**src/rtl/vph_pkg.sv**
```systemverilog
// Package: shared phase type and sequencing helper for the vertical phase
// interrupt generator. Assumes a frame has exactly four phases.
package vph_pkg;

    typedef enum logic [1:0] {
        PH_SYNC   = 2'd0,
        PH_BACK   = 2'd1,
        PH_ACTIVE = 2'd2,
        PH_FRONT  = 2'd3
    } vph_phase_e;

    // Successor of a phase in frame order; front porch wraps to sync.
    function automatic vph_phase_e vph_next(input vph_phase_e ph);
        case (ph)
            PH_SYNC:   return PH_BACK;
            PH_BACK:   return PH_ACTIVE;
            PH_ACTIVE: return PH_FRONT;
            default:   return PH_SYNC;
        endcase
    endfunction

endpackage

```
**src/rtl/vph_line_seq.sv**
```systemverilog
// Module: line counter and phase sequencer.
// Counts line_done strobes in the current phase and moves to the next phase
// after the programmed number of lines. A zero length behaves as one line.
// Assumes the length inputs are stable while the phase they describe runs.
module vph_line_seq
    import vph_pkg::*;
#(
    parameter int LINE_W = 12
) (
    input  logic              clk,
    input  logic              rst_n,
    input  logic              timing_en,
    input  logic              line_done,
    input  logic [LINE_W-1:0] len_sync,
    input  logic [LINE_W-1:0] len_back,
    input  logic [LINE_W-1:0] len_active,
    input  logic [LINE_W-1:0] len_front,
    output vph_phase_e        phase_q,
    output logic [LINE_W-1:0] line_q,
    output logic              boundary,
    output vph_phase_e        phase_next
);

    localparam int CMP_W = LINE_W + 1;

    logic [LINE_W-1:0] cur_len;
    logic              last_line;

    // Pick the length of the running phase and decide if this is its last line.
    always_comb begin
        case (phase_q)
            PH_SYNC:   cur_len = len_sync;
            PH_BACK:   cur_len = len_back;
            PH_ACTIVE: cur_len = len_active;
            default:   cur_len = len_front;
        endcase
        last_line  = ({1'b0, line_q} + CMP_W'(1)) >= {1'b0, cur_len};
        phase_next = vph_next(phase_q);
        boundary   = timing_en && line_done && last_line;
    end

    // Advance the line count and phase; hold at sync line 0 while disabled.
    always_ff @(posedge clk) begin
        if (!rst_n || !timing_en) begin
            phase_q <= PH_SYNC;
            line_q  <= '0;
        end else if (line_done) begin
            if (last_line) begin
                phase_q <= phase_next;
                line_q  <= '0;
            end else begin
                line_q  <= line_q + LINE_W'(1);
            end
        end
    end

endmodule

```
**src/rtl/vph_cfg_regs.sv**
```systemverilog
// Module: software-written configuration fields, the phase select code and
// the interrupt mask bit. Each field has its own write strobe.
// Assumes the strobes come from a bus adaptor outside this block.
module vph_cfg_regs
    import vph_pkg::*;
(
    input  logic       clk,
    input  logic       rst_n,
    input  logic       sel_we,
    input  logic [1:0] sel_wdata,
    input  logic       mask_we,
    input  logic       mask_wdata,
    output vph_phase_e sel_q,
    output logic       mask_q
);

    // Hold the select code and mask; both reset to zero.
    always_ff @(posedge clk) begin
        if (!rst_n) begin
            sel_q  <= PH_SYNC;
            mask_q <= 1'b0;
        end else begin
            if (sel_we)  sel_q  <= vph_phase_e'(sel_wdata);
            if (mask_we) mask_q <= mask_wdata;
        end
    end

endmodule

```
**src/rtl/vph_irq_status.sv**
```systemverilog
// Module: phase-start event, sticky raw status and masked interrupt.
// The boundary is compared against the select value present on that cycle,
// so a write lands from the next boundary and nothing fires retroactively.
// A set wins over a clear on the same edge.
module vph_irq_status
    import vph_pkg::*;
(
    input  logic       clk,
    input  logic       rst_n,
    input  logic       boundary,
    input  vph_phase_e phase_next,
    input  vph_phase_e sel_q,
    input  logic       mask_q,
    input  logic       irq_clear,
    output logic       evt_q,
    output logic       raw_q,
    output logic       irq
);

    logic fire;

    // A boundary into the selected phase is an event.
    always_comb begin
        fire = boundary && (phase_next == sel_q);
    end

    // Register the event pulse and keep the sticky raw bit.
    always_ff @(posedge clk) begin
        if (!rst_n) begin
            evt_q <= 1'b0;
            raw_q <= 1'b0;
        end else begin
            evt_q <= fire;
            raw_q <= fire || (raw_q && !irq_clear);
        end
    end

    // Gate the raw bit with the mask.
    always_comb begin
        irq = raw_q && mask_q;
    end

endmodule

```
**src/rtl/vphase_irq_gen.sv**
```systemverilog
// Module: top of the vertical timing phase interrupt generator.
// Joins the sequencer, configuration fields and interrupt status, and
// decodes vertical sync and active-line flags from the phase.
module vphase_irq_gen
    import vph_pkg::*;
#(
    parameter int LINE_W = 12
) (
    input  logic              clk,
    input  logic              rst_n,
    input  logic              timing_en,
    input  logic              line_done,
    input  logic [LINE_W-1:0] len_sync,
    input  logic [LINE_W-1:0] len_back,
    input  logic [LINE_W-1:0] len_active,
    input  logic [LINE_W-1:0] len_front,
    input  logic              sel_we,
    input  logic [1:0]        sel_wdata,
    input  logic              mask_we,
    input  logic              mask_wdata,
    input  logic              irq_clear,
    output logic [1:0]        phase_o,
    output logic              vsync_o,
    output logic              active_line_o,
    output logic              irq_evt_o,
    output logic              irq_raw_o,
    output logic              irq_o
);

    vph_phase_e        phase_q;
    vph_phase_e        phase_next;
    vph_phase_e        sel_q;
    logic [LINE_W-1:0] line_q;
    logic              boundary;
    logic              mask_q;

    vph_line_seq #(.LINE_W(LINE_W)) u_seq (
        .clk        (clk),
        .rst_n      (rst_n),
        .timing_en  (timing_en),
        .line_done  (line_done),
        .len_sync   (len_sync),
        .len_back   (len_back),
        .len_active (len_active),
        .len_front  (len_front),
        .phase_q    (phase_q),
        .line_q     (line_q),
        .boundary   (boundary),
        .phase_next (phase_next)
    );

    vph_cfg_regs u_cfg (
        .clk        (clk),
        .rst_n      (rst_n),
        .sel_we     (sel_we),
        .sel_wdata  (sel_wdata),
        .mask_we    (mask_we),
        .mask_wdata (mask_wdata),
        .sel_q      (sel_q),
        .mask_q     (mask_q)
    );

    vph_irq_status u_irq (
        .clk        (clk),
        .rst_n      (rst_n),
        .boundary   (boundary),
        .phase_next (phase_next),
        .sel_q      (sel_q),
        .mask_q     (mask_q),
        .irq_clear  (irq_clear),
        .evt_q      (irq_evt_o),
        .raw_q      (irq_raw_o),
        .irq        (irq_o)
    );

    // Decode the phase outputs.
    always_comb begin
        phase_o       = phase_q;
        vsync_o       = (phase_q == PH_SYNC);
        active_line_o = (phase_q == PH_ACTIVE);
    end

endmodule

```
**config.mk**
```make
export PLATFORM = sky130hd
export DESIGN_NAME = vphase_irq_gen
export DESIGN_NICKNAME = d
export VERILOG_FILES = /design/src/rtl/vph_pkg.sv /design/src/rtl/vph_line_seq.sv /design/src/rtl/vph_cfg_regs.sv /design/src/rtl/vph_irq_status.sv /design/src/rtl/vphase_irq_gen.sv
export SDC_FILE = /design/constraint.sdc
export NUM_CORES = 1
export LEC_CHECK = 0
export CORE_ASPECT_RATIO = 0.9
export CORE_MARGIN = 2
export CORE_UTILIZATION = 50
export DETAILED_ROUTE_END_ITERATION = 16
export DONT_BUFFER_PORTS = 1
export PLACE_DENSITY = 0.69
export SYNTH_ARGS = -nofsm -noshare
export SYNTH_HDL_FRONTEND = slang
export SYNTH_HIERARCHICAL = 1
export SYNTH_SLANG_ARGS = --single-unit
```
**constraint.sdc**
```tcl
create_clock -name clk -period 3.6 [get_ports clk]
set_clock_uncertainty 0.05 [all_clocks]
set_input_delay 0 -clock clk [delete_from_list [all_inputs] [get_ports clk]]
set_output_delay 0 -clock clk [all_outputs]
set_load 0.01 [all_outputs]
```
### After elaboration in Yosys (flattened, before gate mapping)

Cells that the tools add are included.

| word-level totals | value |
|---|---|
| word-level logic and storage cells | 27 |
| bits in registers | 19 |
| bits of input ports | 58 |
| output and inout port bits | 7 |

| cells by class | value |
|---|---|
| $lt $le $gt $ge | 1 |
| reductions and logical operators | 12 |
| $add $sub $neg | 2 |
| multiplexer cells | 3 |
| eq/ne operators | 3 |

Operator list:

| kind | number |
|---|---|
| $pmux 12 s3 | 1 |
| $add 12x1->13 const B | 1 |
| $ge 13x12->1 | 1 |
| $add 12x1->12 const B | 1 |
| $mux 12 | 1 |
| $pmux 2 s3 | 1 |
| $logic_and 1x1->1 | 5 |
| $logic_not 1->1 | 3 |
| $eq 2x1->1 const B | 1 |
| $eq 2x2->1 | 1 |
| $eq 2x2->1 const B | 1 |
| $logic_not 2->1 | 1 |
| $logic_or 1x1->1 | 2 |
| $reduce_and 2->1 | 1 |

### Depth between registers and ports, before layout

| logic depth | value |
|---|---|
| word-level depth | 6 |
| mapped depth | 14 |
| mapped depth without buffers | 13 |

### Hierarchy

The synthesis kept the hierarchy.

By module, submodules not included:

| module | area an instance (um^2) | sequential area each (um^2) | times used | cells each |
|---|---|---|---|---|
| vph_line_seq | 1286.2 | 280.3 | 1 | 155 |
| vph_cfg_regs | 108.9 | 60.1 | 1 | 9 |
| vph_irq_status | 87.6 | 40.0 | 1 | 9 |
| vphase_irq_gen | 17.5 | 0.0 | 1 | 2 |

### Worst setup path after synthesis

No wires, ideal clock.

| timing path | value |
|---|---|
| path type | register -> register |
| start | register u_seq.phase_q[0] |
| end | register u_seq.line_q[2] |
| path buffers | 1 |
| path slack | 0.332 ns |
| clock period less this slack | 3.268 ns |
| required time | 3.486 ns |
| setup time | 0.064 ns |
| data arrival time | 3.154 ns |
| stages on the path, launching flop included | 14 |
| cell sequence | dfxtp_1 -> inv_1 -> ha_1 -> clkbuf_1 -> a222oi_1 -> nand2_1 -> o21ai_0 -> ha_1 -> a21oi_1 -> nor2b_1 -> or4b_4 -> or4_4 -> o221a_1 -> nor2_1 |

| on the way | value |
|---|---|
| cells in the longest elaborated chain, start to end | 4 |
| elaborated cells between the ends (all ways) | 6 |
| those cells by class | order compare: 1; eq/ne: 2; mux: 2; reduce/logical: 1 |

RTL lines:

| item | line | RTL |
|---|---|---|
| start: declaration | vph_line_seq.sv:18 | `output vph_phase_e phase_q,` |
| start signal: assignment | vph_line_seq.sv:49 | `phase_q <= phase_next;` |
| $eq 2x2->1, or another cell as far along | vph_line_seq.sv:31 | `case (phase_q)` |
| $pmux 12 s3 (*) | vph_line_seq.sv:31 |  |
| $ge 13x12->1 (*) | vph_line_seq.sv:37 | `last_line = ({1'b0, line_q} + CMP_W'(1)) >= {1'b0, cur_len};` |
| $mux 12 (*) | vph_line_seq.sv:48 | `if (last_line) begin` |
| end signal: assignment | vph_line_seq.sv:52 | `line_q <= line_q + LINE_W'(1);` |
| end: declaration | vph_line_seq.sv:19 | `output logic [LINE_W-1:0] line_q,` |

Every way passes the cells marked *; elsewhere a longest branch is shown, timed or not.
A chain may end at the register's enable or synchronous reset.

### Worst setup path in the final report

| timing path | value |
|---|---|
| start | register u_seq.line_q[0] |
| end | register u_seq.line_q[7] |

| on the way | value |
|---|---|
| cells in the longest elaborated chain, start to end | 3 |
| elaborated cells between the ends (all ways) | 4 |
| those cells by class | add/sub: 2; order compare: 1; mux: 1 |

RTL lines:

| item | line |
|---|---|
| $add 12x1->13 | vph_line_seq.sv:37 |
| $ge 13x12->1 | vph_line_seq.sv:37 |
| $mux 12 (*) | vph_line_seq.sv:48 |

Marked as above.

==> impl_metrics.prom <==
# TYPE chip_impl_metric gauge
chip_impl_metric{name="post_synth_inst_count",unit=""} 175
chip_impl_metric{name="ys_seq_elements",unit=""} 19
chip_impl_metric{name="layout_filler_cell_count",unit=""} 264
chip_impl_metric{name="wl_met3",unit="um"} 202
chip_impl_metric{name="ys.warnings.count",unit=""} 6
chip_impl_metric{name="total_leakage_power",unit="nW"} 0.715
chip_impl_metric{name="final-hold-violation-count",unit=""} 0
chip_impl_info{name="layout.cells.most_common_list",value="sky130_fd_sc_hd__nand2_1 (23), sky130_fd_sc_hd__dfxtp_1 (16), sky130_fd_sc_hd__ha_1 (15), sky130_fd_sc_hd__a222oi_1 (12), sky130_fd_sc_hd__o21ai_0 (12)"} 1
chip_impl_metric{name="post-route-drc-count",unit=""} 0
chip_impl_metric{name="die_w",unit="um"} 61.7
chip_impl_info{name="startpoint_type",value="flop"} 1
chip_impl_metric{name="post_route_cells_drive_above_1_share",unit="%"} 12.3
chip_impl_metric{name="detailed_place_hpwl",unit="um"} 3030
chip_impl_metric{name="area_of_the_die",unit="um^2"} 3460
chip_impl_metric{name="route.met2.wl",unit="um"} 1820
chip_impl_metric{name="placeableCoreArea",unit="um^2"} 2790
chip_impl_metric{name="wl_met1",unit="um"} 1730
chip_impl_metric{name="detailedRoute.firstPassIterationCount",unit=""} 4
chip_impl_metric{name="synth-seq-area-share",unit="%"} 25.4
chip_impl_metric{name="final_antenna_net_count",unit=""} 0
chip_impl_metric{name="setup_violations",unit=""} 0
chip_impl_metric{name="ctsLongestPathBuffers",unit=""} 2
chip_impl_metric{name="grt-ovfl-total",unit=""} 0
chip_impl_metric{name="synth.distinct_cells",unit=""} 40
chip_impl_metric{name="numPortBuffers",unit=""} 0
chip_impl_metric{name="vias_per_cell",unit=""} 6.01
chip_impl_metric{name="tritoncts_buffers",unit=""} 3
chip_impl_info{name="crit_path_end_kind",value="flop"} 1
chip_impl_metric{name="critical_path_required",unit="ns"} 3.79
chip_impl_metric{name="routed_wirelength",unit="um"} 3770
chip_impl_metric{name="power_density",unit="nW/um^2"} 219
chip_impl_metric{name="final_max_slew_viol_count",unit=""} 0
chip_impl_metric{name="gpl.final_weighted_congestion",unit=""} 0.840
chip_impl_metric{name="max-slew-margin-rel",unit="%"} 49.6
chip_impl_metric{name="grt.total_usage",unit="%"} 23.2
chip_impl_metric{name="finish.net_count",unit=""} 263
chip_impl_info{name="hold_path_class",value="input port to flop"} 1
chip_impl_metric{name="synthesized_area_per_cell",unit="um^2"} 8.57
chip_impl_metric{name="first_global_vias",unit=""} 1377
chip_impl_metric{name="drt-wirelength-per-cell",unit="um"} 16.6
chip_impl_info{name="mostFrequentLayoutCell",value="sky130_fd_sc_hd__nand2_1"} 1
chip_impl_metric{name="cap_violations",unit=""} 0
chip_impl_metric{name="io-pin-count",unit=""} 65
chip_impl_metric{name="min_period_over_period",unit="%"} 95.0
chip_impl_info{name="run_status",value="finished clean"} 1
chip_impl_metric{name="n_antenna_cell",unit=""} 0
chip_impl_metric{name="max_clock_freq",unit="MHz"} 293
chip_impl_metric{name="clkLatencyLatePin",unit="ns"} 0.30
chip_impl_metric{name="clock_sink_count",unit=""} 19
chip_impl_metric{name="final_period_minus_worst_setup_slack",unit="ns"} 3.42
chip_impl_metric{name="vias",unit=""} 1364
chip_impl_info{name="clock_tree_from_tritoncts",value="done"} 1
chip_impl_metric{name="synth.cell_area",unit="um^2"} 1500
chip_impl_metric{name="die_height",unit="um"} 56.0
chip_impl_metric{name="grt_max_degree",unit=""} 25
chip_impl_metric{name="synth_enable_flop_cells",unit=""} 0
chip_impl_info{name="synthFlopType",value="sky130_fd_sc_hd__dfxtp_1"} 1
chip_impl_metric{name="max-vdd-ir-drop",unit="V"} 0.000123
chip_impl_metric{name="dp_cells",unit=""} 213
chip_impl_metric{name="drt_iter0_drc",unit=""} 82
chip_impl_metric{name="area.sequential",unit="um^2"} 387
chip_impl_metric{name="start_util",unit="%"} 53.7
chip_impl_info{name="grt_setup_unrepaired",value="false"} 1
chip_impl_metric{name="final_non_filler_cells",unit=""} 227
chip_impl_metric{name="clk_pin_slew_worst_paths",unit="ns"} 0.11
chip_impl_info{name="topRoutingLayerUsed",value="met4"} 1
chip_impl_metric{name="ctsHtreeMaxLevel",unit=""} 1
chip_impl_metric{name="placementRows",unit=""} 18
chip_impl_metric{name="postSynth.asyncResetShare",unit="%"} 0
chip_impl_metric{name="fin_setup_tns",unit="ns"} 0
chip_impl_metric{name="synthesis.nets",unit=""} 250
chip_impl_metric{name="antenna_found_initial",unit=""} 0
chip_impl_metric{name="max_slew.worst_pin.slew",unit="ns"} 0.751
chip_impl_metric{name="area_taken_by_multi_input_logic_gates",unit="um^2"} 1090
chip_impl_metric{name="worstPathArrival",unit="ns"} 3.61
chip_impl_info{name="ctsRootBufferMaster",value="sky130_fd_sc_hd__clkbuf_4"} 1
chip_impl_info{name="timing.setup.critical_path_class",value="flop to flop"} 1
chip_impl_metric{name="area_growth_syn_to_layout",unit="%"} 12.8
chip_impl_metric{name="grt_pass1_wl",unit="um"} 6130
chip_impl_metric{name="critical_path.max_fanout",unit=""} 6
## cell families after synthesis
family          share of synthesized area, %
buf+inv                                 2.75
flops                                   25.4
simple gates                            23.4
compound gates                          25.2
mux                                     2.67
xor+xnor                                6.42
fa+ha+maj                               14.2
## cells in the mapped netlist, types with 5 or more instances
master	count	area [um^2]
sky130_fd_sc_hd__inv_1	6	22.5
sky130_fd_sc_hd__o21ai_0	12	60.1
sky130_fd_sc_hd__xor2_1	6	52.6
sky130_fd_sc_hd__xnor2_1	5	43.8
sky130_fd_sc_hd__a222oi_1	12	120
sky130_fd_sc_hd__nand2_1	23	86.3
sky130_fd_sc_hd__a22o_1	8	70.1
sky130_fd_sc_hd__ha_1	17	213
sky130_fd_sc_hd__nand3_1	6	30.0
sky130_fd_sc_hd__dfxtp_1	19	380
sky130_fd_sc_hd__nor2b_1	6	37.5
sky130_fd_sc_hd__nor2_1	11	41.3
sky130_fd_sc_hd__a21oi_1	6	30.0
## worst paths after layout
path / start / to / slack, ns / cells after the start
worst min register to register: u_seq/line_q[11]$_SDFFE_PP0P_ / u_seq/line_q[11]$_SDFFE_PP0P_ / 0.44 / 1
worst max register to register: u_seq/line_q[0]$_SDFFE_PP0P_ / u_seq/line_q[7]$_SDFFE_PP0P_ / 0.18 / 12
worst min-delay path: line_done / u_seq/line_q[0]$_SDFFE_PP0P_ / 0.03 / 3
worst max-delay path: u_seq/line_q[0]$_SDFFE_PP0P_ / u_seq/line_q[7]$_SDFFE_PP0P_ / 0.18 / 12
## per-stage QoR
| step | power [mW] | cell area, um^2 | utilization [%] | setup WS [ns] | hold WS [ns] |
|---|---|---|---|---|---|
| 2_1_floorplan | 0.250 | 1500 | - | 0.332 | 0.0782 |
| 3_3_place_gp | 0.256 | 1550 | 55.6 | 0.253 | 0.0805 |
| 3_5_place_dp | 0.258 | 1550 | 55.6 | 0.0804 | 0.0881 |
| 4_1_cts | 0.376 | 1670 | 59.9 | 0.0423 | 0.0129 |
| 5_1_grt | 0.393 | 1690 | 60.6 | 0.00513 | 0.0294 |
| 6_report | 0.371 | 1690 | 60.6 | 0.182 | 0.0266 |
## cell type report
class,count,area share [%]
multi-input combinational,145,64.2
sequential,19,22.8
timing repair buffer,13,7.10
tap,40,2.96
clock buffer,3,1.33
inverter,6,1.33
clock inverter,1,0.296
## layer usage
metal	GRT usage, %	up-vias
li1	-	694
met5	0	-
met4	4.56	0
met3	2.56	2
met1	32.1	613
met2	38.0	55
## state kept, by name, summed over array words and instances, names as in the netlist
signal	count
u_irq/evt_q	1
u_cfg/sel_q	2
u_irq/raw_q	1
u_cfg/mask_q	1
u_seq/line_q	12
u_seq/phase_q	2
## where the power goes
part,switching (mW),internal (mW),leakage [nW]
clock,0.0661,0.0413,0.0177
combinational,0.0221,0.0263,0.542
sequential,0.00277,0.213,0.155
total,0.0910,0.280,0.715
## critical path, cell delays in order (launching register included)
cell	delay (ns)
sky130_fd_sc_hd__dfxtp_4	0.39
sky130_fd_sc_hd__ha_2	0.22
sky130_fd_sc_hd__nand3_1	0.16
sky130_fd_sc_hd__or2_4	0.29
sky130_fd_sc_hd__nor2_1	0.14
sky130_fd_sc_hd__xor2_1	0.24
sky130_fd_sc_hd__ha_1	0.29
sky130_fd_sc_hd__a21oi_1	0.16
sky130_fd_sc_hd__nor2b_1	0.08
sky130_fd_sc_hd__or4b_4	0.53
sky130_fd_sc_hd__or4_4	0.46
sky130_fd_sc_hd__o221ai_1	0.20
sky130_fd_sc_hd__nor2b_1	0.15
## what timing repair did
item	4_1_cts	5_1_grt
endpoints found under the hold margin	9	0
buffers inserted	0	1
hold buffers	9	0
gates resized for setup	0	7
setup endpoints to repair	0	8
(Power assumes the default switching activity.)
